### src/rtl/qab_pkg.sv
package qab_pkg;

  // Strobes from the control unit to the datapath.
  typedef struct packed {
    logic capture;  // memData holds the group fetched last cycle
    logic flush;    // forget the stored group
  } dpStrobe_t;

endpackage

### src/rtl/qab_next_ptr.sv
module qab_next_ptr #(
  parameter int ADDR_W = 10,
  parameter int LANES  = 4
) (
  input  logic [ADDR_W-1:0] curPtr,
  input  logic [ADDR_W-1:0] cfgBase,
  input  logic [ADDR_W-1:0] cfgLen,
  output logic [ADDR_W-1:0] nextPtr
);

  localparam int SUM_W = ADDR_W + 1;

  logic [SUM_W-1:0] stepSum;
  logic [SUM_W-1:0] regionEnd;
  logic [SUM_W-1:0] wrapped;
  logic             circOn;
  logic             pastEnd;

  assign stepSum   = {1'b0, curPtr} + SUM_W'(LANES);
  assign regionEnd = {1'b0, cfgBase} + {1'b0, cfgLen};
  assign circOn    = (cfgLen != '0);
  assign pastEnd   = (stepSum >= regionEnd);
  assign wrapped   = stepSum - {1'b0, cfgLen};

  assign nextPtr = (circOn && pastEnd) ? wrapped[ADDR_W-1:0] : stepSum[ADDR_W-1:0];

endmodule

### src/rtl/qab_ctrl.sv
module qab_ctrl
  import qab_pkg::*;
#(
  parameter int ADDR_W = 10,
  parameter int SEL_W  = 3,
  parameter int NPTR   = 4,
  parameter int LANES  = 4
) (
  input  logic                      clk,
  input  logic                      rst,
  input  logic                      ldEn,
  input  logic [SEL_W-1:0]          ldSel,
  input  logic [ADDR_W-1:0]         ldAddr,
  input  logic                      rdReq,
  input  logic [SEL_W-1:0]          rdSel,
  input  logic [ADDR_W-1:0]         cfgBase,
  input  logic [ADDR_W-1:0]         cfgLen,
  output logic                      memRd,
  output logic [ADDR_W-$clog2(LANES)-1:0] memQuadAddr,
  output logic                      outValid,
  output logic                      outErr,
  output dpStrobe_t                 strobe,
  output logic [$clog2(LANES)-1:0]  mergeOff
);

  localparam int OFF_W  = $clog2(LANES);
  localparam int PIDX_W = (NPTR > 1) ? $clog2(NPTR) : 1;

  logic [ADDR_W-1:0] ptrQ [NPTR];
  logic [ADDR_W-1:0] curPtr;
  logic [ADDR_W-1:0] stepPtr;
  logic              selOk;
  logic              accept;
  logic              s1Valid;
  logic [OFF_W-1:0]  s1Off;
  logic [OFF_W-1:0]  prevOff;
  logic              primed;

  assign selOk  = ({1'b0, rdSel} < (SEL_W+1)'(NPTR));
  assign curPtr = ptrQ[rdSel[PIDX_W-1:0]];
  assign accept = rdReq && selOk && !ldEn;

  qab_next_ptr #(
    .ADDR_W (ADDR_W),
    .LANES  (LANES)
  ) u_next (
    .curPtr  (curPtr),
    .cfgBase (cfgBase),
    .cfgLen  (cfgLen),
    .nextPtr (stepPtr)
  );

  // One register per pointer; loads win over steps.
  for (genvar gi = 0; gi < NPTR; gi++) begin : g_ptr
    always_ff @(posedge clk) begin
      if (rst) begin
        ptrQ[gi] <= '0;
      end else if (ldEn && (ldSel == SEL_W'(gi))) begin
        ptrQ[gi] <= ldAddr;
      end else if (accept && (rdSel == SEL_W'(gi))) begin
        ptrQ[gi] <= stepPtr;
      end
    end
  end

  assign memRd       = accept;
  assign memQuadAddr = curPtr[ADDR_W-1:OFF_W];

  // Fetch-return stage and buffer state.
  always_ff @(posedge clk) begin
    if (rst) begin
      s1Valid  <= 1'b0;
      s1Off    <= '0;
      prevOff  <= '0;
      primed   <= 1'b0;
      outValid <= 1'b0;
      outErr   <= 1'b0;
    end else begin
      s1Valid  <= accept;
      if (accept) begin
        s1Off <= curPtr[OFF_W-1:0];
      end
      if (s1Valid) begin
        prevOff <= s1Off;
      end
      if (ldEn) begin
        primed <= 1'b0;
      end else if (s1Valid) begin
        primed <= 1'b1;
      end
      outValid <= s1Valid && primed;
      outErr   <= rdReq && !selOk && !ldEn;
    end
  end

  assign strobe.capture = s1Valid;
  assign strobe.flush   = ldEn;
  assign mergeOff       = prevOff;

endmodule

### src/rtl/qab_datapath.sv
module qab_datapath
  import qab_pkg::*;
#(
  parameter int WORD_W = 32,
  parameter int LANES  = 4
) (
  input  logic                       clk,
  input  logic                       rst,
  input  dpStrobe_t                  strobe,
  input  logic [$clog2(LANES)-1:0]   mergeOff,
  input  logic [WORD_W*LANES-1:0]    memData,
  output logic [WORD_W*LANES-1:0]    outData
);

  localparam int OFF_W  = $clog2(LANES);
  localparam int IDX_W  = OFF_W + 1;
  localparam int QUAD_W = WORD_W * LANES;

  logic [QUAD_W-1:0] prevQuad;
  logic [QUAD_W-1:0] merged;
  logic [WORD_W-1:0] catW [2*LANES];

  // Previous group occupies the lower addresses, the fresh group the upper.
  for (genvar gj = 0; gj < LANES; gj++) begin : g_cat
    assign catW[gj]         = prevQuad[gj*WORD_W +: WORD_W];
    assign catW[gj + LANES] = memData[gj*WORD_W +: WORD_W];
  end

  for (genvar gl = 0; gl < LANES; gl++) begin : g_lane
    logic [IDX_W-1:0] pick;
    assign pick = {1'b0, mergeOff} + IDX_W'(gl);
    assign merged[gl*WORD_W +: WORD_W] = catW[pick];
  end

  always_ff @(posedge clk) begin
    if (rst) begin
      prevQuad <= '0;
      outData  <= '0;
    end else begin
      if (strobe.capture) begin
        outData <= merged;
      end
      if (strobe.flush) begin
        prevQuad <= '0;
      end else if (strobe.capture) begin
        prevQuad <= memData;
      end
    end
  end

endmodule

### src/rtl/quad_align_buf.sv
module quad_align_buf
  import qab_pkg::*;
#(
  parameter int WORD_W = 32,
  parameter int LANES  = 4,
  parameter int ADDR_W = 10,
  parameter int SEL_W  = 3,
  parameter int NPTR   = 4
) (
  input  logic                              clk,
  input  logic                              rst,
  input  logic                              ldEn,
  input  logic [SEL_W-1:0]                  ldSel,
  input  logic [ADDR_W-1:0]                 ldAddr,
  input  logic                              rdReq,
  input  logic [SEL_W-1:0]                  rdSel,
  input  logic [ADDR_W-1:0]                 cfgBase,
  input  logic [ADDR_W-1:0]                 cfgLen,
  output logic                              memRd,
  output logic [ADDR_W-$clog2(LANES)-1:0]   memQuadAddr,
  input  logic [WORD_W*LANES-1:0]           memData,
  output logic                              outValid,
  output logic [WORD_W*LANES-1:0]           outData,
  output logic                              outErr
);

  localparam int OFF_W = $clog2(LANES);

  dpStrobe_t        strobe;
  logic [OFF_W-1:0] mergeOff;

  qab_ctrl #(
    .ADDR_W (ADDR_W),
    .SEL_W  (SEL_W),
    .NPTR   (NPTR),
    .LANES  (LANES)
  ) u_ctrl (
    .clk         (clk),
    .rst         (rst),
    .ldEn        (ldEn),
    .ldSel       (ldSel),
    .ldAddr      (ldAddr),
    .rdReq       (rdReq),
    .rdSel       (rdSel),
    .cfgBase     (cfgBase),
    .cfgLen      (cfgLen),
    .memRd       (memRd),
    .memQuadAddr (memQuadAddr),
    .outValid    (outValid),
    .outErr      (outErr),
    .strobe      (strobe),
    .mergeOff    (mergeOff)
  );

  qab_datapath #(
    .WORD_W (WORD_W),
    .LANES  (LANES)
  ) u_dp (
    .clk      (clk),
    .rst      (rst),
    .strobe   (strobe),
    .mergeOff (mergeOff),
    .memData  (memData),
    .outData  (outData)
  );

endmodule

### config.mk
export PLATFORM = sky130hd
export DESIGN_NAME = quad_align_buf
export DESIGN_NICKNAME = d
export VERILOG_FILES = /design/src/rtl/qab_pkg.sv /design/src/rtl/qab_next_ptr.sv /design/src/rtl/qab_ctrl.sv /design/src/rtl/qab_datapath.sv /design/src/rtl/quad_align_buf.sv
export SDC_FILE = /design/constraint.sdc
export NUM_CORES = 1
export LEC_CHECK = 0
export BUFFER_PORTS_ARGS = -buffer_cell sky130_fd_sc_hd__buf_2
export CORE_MARGIN = 5
export CORE_UTILIZATION = 57
export DETAILED_ROUTE_END_ITERATION = 7
export PLACE_DENSITY = 0.89
export SYNTH_ARGS = -nofsm -noshare
export SYNTH_HDL_FRONTEND = slang
export SYNTH_SLANG_ARGS = --single-unit
### constraint.sdc
create_clock -name clk -period 5.5 [get_ports clk]
set_clock_uncertainty 0.15 [all_clocks]
set_input_delay 0.55 -clock clk [delete_from_list [all_inputs] [get_ports clk]]
set_output_delay 0.55 -clock clk [all_outputs]
set_load 0.01 [all_outputs]
==> results of run 1 <==
==> layer usage <==
layer	vias to the layer above	routed length, um	track usage (%)
met5	-	69	0
met2	817	23600	45.0
met4	10	1610	9.68
li1	6114	-	-
met1	6862	18100	35.1
met3	140	5520	8.52
==> final timing paths <==
kind / from / endpoint / slack [ps] / depth (start not counted)
worst max-delay path: cfgLen[1] / u_ctrl.ptrQ[0][8] / 1460 / 16
worst min-delay path: rdSel[2] / u_ctrl.outErr / 160 / 2
worst max register to register: u_ctrl.ptrQ[1][2] / u_ctrl.ptrQ[3][9] / 1670 / 12
worst min register to register: u_ctrl.primed / u_ctrl.outValid / 330 / 2
==> cell usage in the layout (no fill, tap or decap), types with 4 or more instances in the layout <==
cell and count:
xnor2_1 9, edfxtp_1 40, mux2i_1 264, clkinv_2 6
nand2b_1 8, inv_1 20, and3_1 5, a31oi_1 5
buf_4 14, buf_2 305, nor2b_1 6, o21ai_0 14
nand2_1 19, diode_2 12, a22o_1 32, a211oi_1 65
nor2_1 275, clkbuf_16 36, dfxtp_1 261, nand3_1 6
xor2_1 9, a21oi_1 14, ha_1 31, mux2_2 6
clkbuf_8 7, clkbuf_1 7, mux4_2 194, a21o_1 9
mux4_1 6, a31o_2 4
==> cells by family after synthesis <==
kind of cell,count (synthesis)
adders and majority gates,35
buffers and inverters,154
AOI/OAI and AO/OA,157
xor gates and xnor gates,19
DFF,304
muxes,471
and+or+nand+nor,339
==> layout make-up <==
cell class	count	area [sq um]	area share, %
clock inverter	10	129	0.632
antenna	12	30.0	0.147
sequential	304	6500	31.8
timing repair buffer	322	1690	8.29
inverter	20	75.1	0.368
multi-input combinational	1021	10500	51.3
clock buffer	50	1020	5.02
tap	396	495	2.43
==> flip-flops by register name (all words and copies together), names as in the netlist <==
signal,count
u_ctrl.ptrQ,40
u_ctrl.s1Valid,1
u_ctrl.primed,1
u_dp.outData,128
u_ctrl.s1Off,2
u_dp.prevQuad,128
u_ctrl.outValid,1
u_ctrl.mergeOff,2
u_ctrl.outErr,1
==> metrics by stage <==
| stage | worst slack, ps | area [sq um] | cells | utilization (%) | hold WS, ps |
|---|---|---|---|---|---|
| detailed placement | 1020 | 19200 | 2063 | 63.0 | 317 |
| floorplan | 1390 | 17600 | 1479 | - | 269 |
| global placement | 1120 | 19200 | 2063 | 63.0 | 280 |
| CTS | 1520 | 20400 | 2123 | 66.8 | 139 |
| global route | 1270 | 20400 | 2130 | 66.8 | 145 |
| finish | 1460 | 20400 | 2135 | 66.9 | 157 |
==> power by group through the flow <==
stage | registers (mW) | logic, mW | clock network (mW)
6_report | 2.32 | 0.638 | 2.35
5_1_grt | 2.32 | 0.686 | 2.48
4_1_cts | 2.31 | 0.627 | 2.38
3_5_place_dp | 2.36 | 0.620 | 0
3_3_place_gp | 2.36 | 0.598 | 0
2_1_floorplan | 2.36 | 0.400 | 0
==> worst reg2reg max path, delay by kind of cell, from the launching register on <==
family          cells  cell delay [ps]
flops               1              380
mux                 1              610
compound gates      6             1250
simple gates        2              270
xor+xnor            1              220
fa+ha+maj           2              710
==> impl_metrics.toml, run 1 <==
[sta]
fin_crit_sh_pct = 73.5
fmax_ghz = 0.247
fin_setup_tns_ps = 0
post-route-min-period_ps = 4040
rsz0062_at_grt = "no"
finalHoldViolations = 0
worst_slew_pin_slew_ps = 1340
slew_headroom_pct = 9.89
maxSlewViolCount = 0
setup_viol = 0

[place]
io_buffers = 306
gp_congestion = 0.910
hpwl_um = 32100

[setup_path]
critPathTopFamily = "compound AO/OA/AOI/OAI gates"
cp_max_fo = 11
slowest_delay_ps = 440
critPathKind = "input port to register"
cpMaxStageDelayCell = "a2111o_1"
cpMostUsedCell = "a21oi_1"
cp.required_ps = 5600
path_cells = "buf_2 -> ha_1 -> a21o_1 -> a21oi_1 -> o21ai_0 -> a2111o_1 -> a31o_2 -> a21oi_1 -> xor2_1 -> ha_1 -> a21oi_1 -> nor2b_1 -> o21a_1 -> a31o_2 -> mux2_4 -> a22o_1"
crit_arrival_ps = 4140
end_kind = "register"
critPathBufInv = 1
cp-start-kind = "input port"

[power_and_ir_drop]
power_frac_seq_pct = 43.6
power.share.clock_pct = 44.4
swShare_pct = 24.7
power_density_nw_per_um2 = 260
power.leakage_nw = 7.67
p_total_mw = 5.31
p_int_mw = 4.00
combPwrFrac_pct = 12.0
ir_worst_vdd_mv = 0.228
power.switching_mw = 1.31

[synth]
synth_top_area_share_pct = 30.1
synth_cells = 1479
yosys-top-cells-area = "dfxtp_1 (30%), mux4_2 (25%), mux2i_1 (15%)"
ys.flop_type = "dfxtp_1"
synthAdderAreaFrac_pct = 2.58
synth_compound_area_share_pct = 6.66
synth_edf_count = 40
yosysTopAreaCell = "dfxtp_1"
ys_ff_latch = 304
synth_simple_gate_area_share_pct = 7.93
avgSynthCellArea_sq_um = 11.9
yosys-top-cells-count = "nor2_1 (275), dfxtp_1 (264), mux2i_1 (264)"
syn_nets = 1682
synth_cell_types = 51
synth_most_common_cell = "nor2_1"
synthesis.area_sq_um = 17600
async_reset_ff_share_pct = 0
synth_xor_area_share_pct = 0.990
synth_top_family_by_area = "multiplexers"
ys_warn_count = 0
synthMuxAreaShare_pct = 41.3
seq_area_frac_synth_pct = 36.9

[cts]
cts_htree_levels = 2
clkTransAtPathRegs_ps = 60
numCtsBuffers = 34
cts_hold_buf = 0
cts_buffer_depth = 3
postCtsSetupRepairBufs = 0
cts_sinks = 304
tritoncts = "done"
cts_root_buf = "clkbuf_16"
insertion_delay_ps = 500
post_cts_resized = 0

[floorplan]
die-area_sq_um = 34400
fp.dieW_um = 186
start_util_pct = 57.6
io_pins = 307
die_y_um = 186
num_rows = 64
core_area_sq_um = 30500

[final_layout]
nNetsFinal = 1906
area_growth_pct = 16.2
drive_gt1_share_pct = 34.3
fillers = 2148

[grt]
track_usage_pct = 27.6
grt_pass1_vias = 14200
antenna_found_initial = 13
grt_pass1_wl_um = 76700
grt_max_degree = 133
overflow = 0

[run_status]
status = "complete, no violations"

[routing]
drt_first_iter_violations = 1201
post-route-drc-count = 0
vias = 13900
dr.pass1.iters = 7
viasPerCell = 6.53
wire_per_inst_um = 22.9
ant_nets = 0
wl_um = 49000

[hold_path]
hold_path.class = "input port to register"

[run]
max_cap_viol_count = 0
(Power assumes the default switching activity.)
==> run 2, diff against run 1 <==
--- a/config.mk
+++ b/config.mk
@@ -7,9 +7,9 @@
 export LEC_CHECK = 0
 export BUFFER_PORTS_ARGS = -buffer_cell sky130_fd_sc_hd__buf_2
 export CORE_MARGIN = 5
-export CORE_UTILIZATION = 57
+export CORE_UTILIZATION = 52
 export DETAILED_ROUTE_END_ITERATION = 7
-export PLACE_DENSITY = 0.89
+export PLACE_DENSITY = 0.86
 export SYNTH_ARGS = -nofsm -noshare
 export SYNTH_HDL_FRONTEND = slang
 export SYNTH_SLANG_ARGS = --single-unit
==> constraint.sdc (replaced) <==
create_clock -name clk -period 3.55 [get_ports clk]
set_clock_uncertainty 0.15 [all_clocks]
set_input_delay 0.355 -clock clk [delete_from_list [all_inputs] [get_ports clk]]
set_output_delay 0.355 -clock clk [all_outputs]
set_load 0.01 [all_outputs]
==> impl_metrics.toml, run 2 (same netlist as run 1, synthesis figures left out) <==
[run_status]
status = "complete, but fails checks"
violations = "setup timing"

[final_layout]
final_common_cell = "buf_2"
drive_gt1_share_pct = 36.7
largestRegisters = "u_dp.outData x128, u_dp.prevQuad x128, u_ctrl.ptrQ x40"
nNetsFinal = 2066
fillers = 2262
mostFrequentLayoutCells = "buf_2 (304), nor2_1 (275), dfxtp_1 (261)"
multi_input_area_sq_um = 10700
final_area_sq_um = 22100
regArea_sq_um = 6500
final_util_pct = 66.1
area_growth_pct = 26.0

[routing]
ant_nets = 0
wire_per_inst_um = 23.2
viasPerCell = 6.38
vias = 14900
post-route-drc-count = 0
drt_first_iter_violations = 1319
dr.pass1.iters = 6
wl_um = 54100

[setup_path]
path_cells = "buf_2 -> ha_4 -> a21o_1 -> a21oi_2 -> o21ai_2 -> a2111o_1 -> a31o_2 -> a21oi_2 -> xor2_1 -> ha_1 -> a21oi_2 -> nor2b_1 -> o21a_1 -> a31o_2 -> mux2_2 -> a22o_1"
cpMaxStageDelayCell = "a2111o_1"
reg2reg_slack_ps = -120
cp.required_ps = 3650
slowest_delay_ps = 410
cp_max_fo = 4
cp-start-kind = "input port"
crit_arrival_ps = 3790
critPathKind = "input port to register"
end_kind = "register"
cpMostUsedCell = "a21oi_2"

[power_and_ir_drop]
power.leakage_nw = 8.41
power_density_nw_per_um2 = 379
ir_worst_vdd_mv = 0.436

[grt]
overflow = 0
grt_pass1_vias = 15200
antenna_found_initial = 0
grt_max_degree = 109
grt_pass1_wl_um = 83600
track_usage_pct = 27.0

[sta]
slew_headroom_pct = 27.5
fmax_ghz = 0.271
rsz0062_at_grt = "yes"
maxSlewViolCount = 0
post-route-min-period_ps = 3690
worst_slew_pin_slew_ps = 1090
setup_viol = 37
finalHoldViolations = 0
worst_slack_ps = -139
fin_crit_sh_pct = 104
fin_setup_tns_ps = -2770

[floorplan]
num_rows = 67
die-area_sq_um = 37600
die_y_um = 194
io_pins = 307
core_area_sq_um = 33400
start_util_pct = 52.5
fp.dieW_um = 194

[cts]
numCtsBuffers = 34
cts_sinks = 304
tritoncts = "done"
cts_buffer_depth = 3
cts_htree_levels = 2
clkTransAtPathRegs_ps = 60
cts_root_buf = "clkbuf_16"
insertion_delay_ps = 500

[place]
gp_congestion = 0.910
hpwl_um = 34100
io_buffers = 306
postPlaceCellArea_sq_um = 19900

[run]
max_cap_viol_count = 0

[hold_path]
hold_path.class = "input port to register"
run 2: cell type report:
type / count / area share [%]
inverters: 20 / 0.339
repair buffers: 481 / 14.4
diodes: 1 / 0.0113
clock buffers: 46 / 4.28
multi-input cells: 1022 / 48.5
well taps: 448 / 2.53
clock inverters: 12 / 0.639
flip-flops and latches: 304 / 29.4
run 2: path summary, 6_finish.rpt:
kind | start | endpoint | cells after the start
min reg2reg | u_ctrl.primed | u_ctrl.outValid | 2
max | cfgLen[1] | u_ctrl.ptrQ[2][6] | 16
max reg2reg | u_ctrl.ptrQ[0][3] | u_ctrl.ptrQ[2][6] | 13
min | memData[14] | u_dp.prevQuad[14] | 3
run 2: critical path, delay by kind of cell:
family,cells,cell delay [ps]
buffers and inverters,1,140
AND/OR/NAND/NOR,1,70
multiplexers,1,350
AO/OA/AOI/OAI,10,2180
adder cells (fa/ha/maj),2,510
XOR/XNOR,1,170
run 2: per-layer routing:
layer / track usage, % / wire (um) / part of all wire (%) / up-vias
met5: 0 / 0 / 0 / -
met4: 10.6 / 2310 / 4.3 / 0
met3: 5.66 / 5050 / 9.3 / 196
met2: 46.4 / 26900 / 50 / 1011
met1: 33.5 / 19900 / 37 / 7291
li1: - / - / - / 6391
run 2: metrics by stage:
step	total power [mW]	instances	hold slack (ps)	worst slack, ps
after floorplan	4.29	1479	269	-172
after global placement	4.70	2177	283	-410
after detailed placement	4.74	2177	287	-517
after CTS	8.29	2324	1.24	6.89
after global routing	8.66	2333	0.137	-184
final	8.39	2334	4.07	-139
run 2: what timing repair did:
action | 4_1_cts | 5_1_grt
buffers inserted | 3 | 8
cloned | 0 | 1
pin swaps | 1 | 17
hold buffers | 86 | 0
hold endpoints to repair | 85 | 0
setup endpoints to repair | 40 | 40
gates resized for setup | 6 | 35
run 2: report_power, final:
group	internal (mW)	total [mW]	switching (mW)
sequential	3.55	3.59	0.0471
combinational	0.638	1.32	0.682
clock	2.08	3.48	1.40
==> run 3, diff against run 2 <==
--- a/config.mk
+++ b/config.mk
@@ -7,9 +7,9 @@
 export LEC_CHECK = 0
 export BUFFER_PORTS_ARGS = -buffer_cell sky130_fd_sc_hd__buf_2
 export CORE_MARGIN = 5
-export CORE_UTILIZATION = 52
+export CORE_UTILIZATION = 49
 export DETAILED_ROUTE_END_ITERATION = 7
-export PLACE_DENSITY = 0.86
+export PLACE_DENSITY = 0.82
 export SYNTH_ARGS = -nofsm -noshare
 export SYNTH_HDL_FRONTEND = slang
 export SYNTH_SLANG_ARGS = --single-unit
==> impl_metrics.toml, run 3 (same netlist as run 1, synthesis figures left out) <==
[routing]
met1Wirelength_um = 20200
dr.pass1.iters = 5
route.met3.wl_um = 4810
wire_per_inst_um = 23.2
drt_first_iter_violations = 1185
post-route-drc-count = 0
wl_um = 55200
wl_met2_um = 27800
viasPerCell = 6.24
routed.top_layer = "met5"
ant_nets = 0
vias = 14900

[setup_path]
reg2reg_slack_ps = 8
r2r_cells = 14
critPathKind = "register to register"
cpMaxStageDelayCell = "mux4_2"
rr_endpoint = "u_ctrl.ptrQ[1][3]"
critPathTopFamily = "compound AO/OA/AOI/OAI gates"
cp_max_fo = 8
worstSetupPathDepth = 14
worstReg2RegStart = "u_ctrl.ptrQ[2][5]"
end_kind = "register"
crit_arrival_ps = 3710
critPathBufInv = 1
cp.required_ps = 3710
cp-start-kind = "register"
path_cells = "mux4_2 -> and2_4 -> and3_4 -> nand2_4 -> xnor2_4 -> ha_1 -> a21o_1 -> a21oi_2 -> nor2b_1 -> o21a_1 -> a31o_4 -> buf_6 -> mux2i_4 -> o31ai_1"
slowest_delay_ps = 510

[sta]
fin_crit_sh_pct = 99.8
setup_viol = 0
fmax_ghz = 0.282
finalHoldViolations = 0
rsz0062_at_grt = "yes"
holdWs_ps = 22.5
slew_headroom_pct = 27.9
worst_slack_ps = 7.71
post-route-min-period_ps = 3540
maxSlewViolCount = 0
worst_slew_pin_slew_ps = 1080
fin_setup_tns_ps = 0

[run_status]
status = "complete, no violations"

[run]
max_cap_viol_count = 0

[final_layout]
area_growth_pct = 28.0
final_cells = 2382
mostFrequentLayoutCells = "buf_2 (303), nor2_1 (275), mux2i_1 (262)"
nNetsFinal = 2095
final_common_cell = "buf_2"
final_area_sq_um = 22500
drive_gt1_share_pct = 35.6
largestRegisters = "u_dp.outData x128, u_dp.prevQuad x128, u_ctrl.ptrQ x40"
fillers = 2514

[cts]
clkTransAtPathRegs_ps = 60
cts_sinks = 304
tritoncts = "done"
cts_buffer_depth = 3
cts_htree_levels = 2
insertion_delay_ps = 520
cts_root_buf = "clkbuf_16"
numCtsBuffers = 35

[floorplan]
io_pins = 307
core_area_sq_um = 35500
die-area_sq_um = 39700
num_rows = 69
fp.dieW_um = 199
die_y_um = 199
start_util_pct = 49.5

[place]
gp_congestion = 0.884
postPlaceCellArea_sq_um = 19900
pre_cts_slack_ps = -492
dp.cells = 2192
hpwl_um = 34000
io_buffers = 306

[hold_path]
hold_path.class = "input port to register"
worstHoldEndpoint = "u_dp.prevQuad[95]"
hp-start = "memData[95]"
min_path_cells = 3

[grt]
grt_pass1_vias = 15400
overflow = 0
track_usage_pct = 26.9
grt_pass1_wl_um = 85400
antenna_found_initial = 3
grt_max_degree = 110

[power_and_ir_drop]
ir_worst_vdd_mv = 0.331
power_density_nw_per_um2 = 378
power.leakage_nw = 8.56
[run 3: power breakdown]
| group | internal (mW) | leakage, nW | switching [mW] |
|---|---|---|---|
| Combinational | 0.639 | 5.44 | 0.652 |
| Clock | 2.15 | 0.565 | 1.47 |
| Sequential | 3.55 | 2.55 | 0.0462 |
[run 3: what timing repair did]
item,in CTS,in global routing
hold buffers,120,1
hold endpoints to repair,119,1
setup buffers,0,3
pin swaps,0,20
setup endpoints to repair,39,40
gates resized for setup,5,27
[run 3: worst max-delay path by stage]
stage / startpoint / end / slack [ps]
5_1_grt: u_ctrl.ptrQ[0][5] / u_ctrl.ptrQ[1][3] / -130
4_1_cts: u_ctrl.ptrQ[1][3] / u_ctrl.ptrQ[3][9] / 9
2_1_floorplan: cfgBase[1] / u_ctrl.ptrQ[2][7] / -170
3_5_place_dp: cfgBase[1] / u_ctrl.ptrQ[2][3] / -490
3_3_place_gp: cfgBase[1] / u_ctrl.ptrQ[2][0] / -410
6_report: u_ctrl.ptrQ[2][5] / u_ctrl.ptrQ[1][3] / 8
[run 3: final cells by class]
class                           instances  area [sq um]  area share [%]
Clock inverter                          9          88.8           0.395
Timing Repair Buffer                  510          3520            15.7
Sequential cell                       304          6500            28.9
Clock buffer                           53          1060            4.74
Multi-Input combinational cell       1021         10700            47.4
Tap cell                              461           577            2.57
Antenna cell                            4          10.0          0.0445
Inverter                               20          75.1           0.334
[run 3: routing by layer]
metal / vias up / global-route usage, %
li1: 6451 / -
met1: 7372 / 33.1
met2: 851 / 45.9
met3: 192 / 5.80
met4: 2 / 11.4
met5: - / 0
[run 3: tightest hold or removal path, delay by kind of cell]
family	cells	cell delay (ps)
simple gates	1	110
buf+inv	1	100
mux	1	80
[run 3: per-stage QoR]
stage	power (mW)	utilization (%)
floorplan	4.29	-
global placement	4.70	56.1
detailed placement	4.74	56.1
CTS	8.45	62.8
global route	8.78	63.4
finish	8.50	63.4
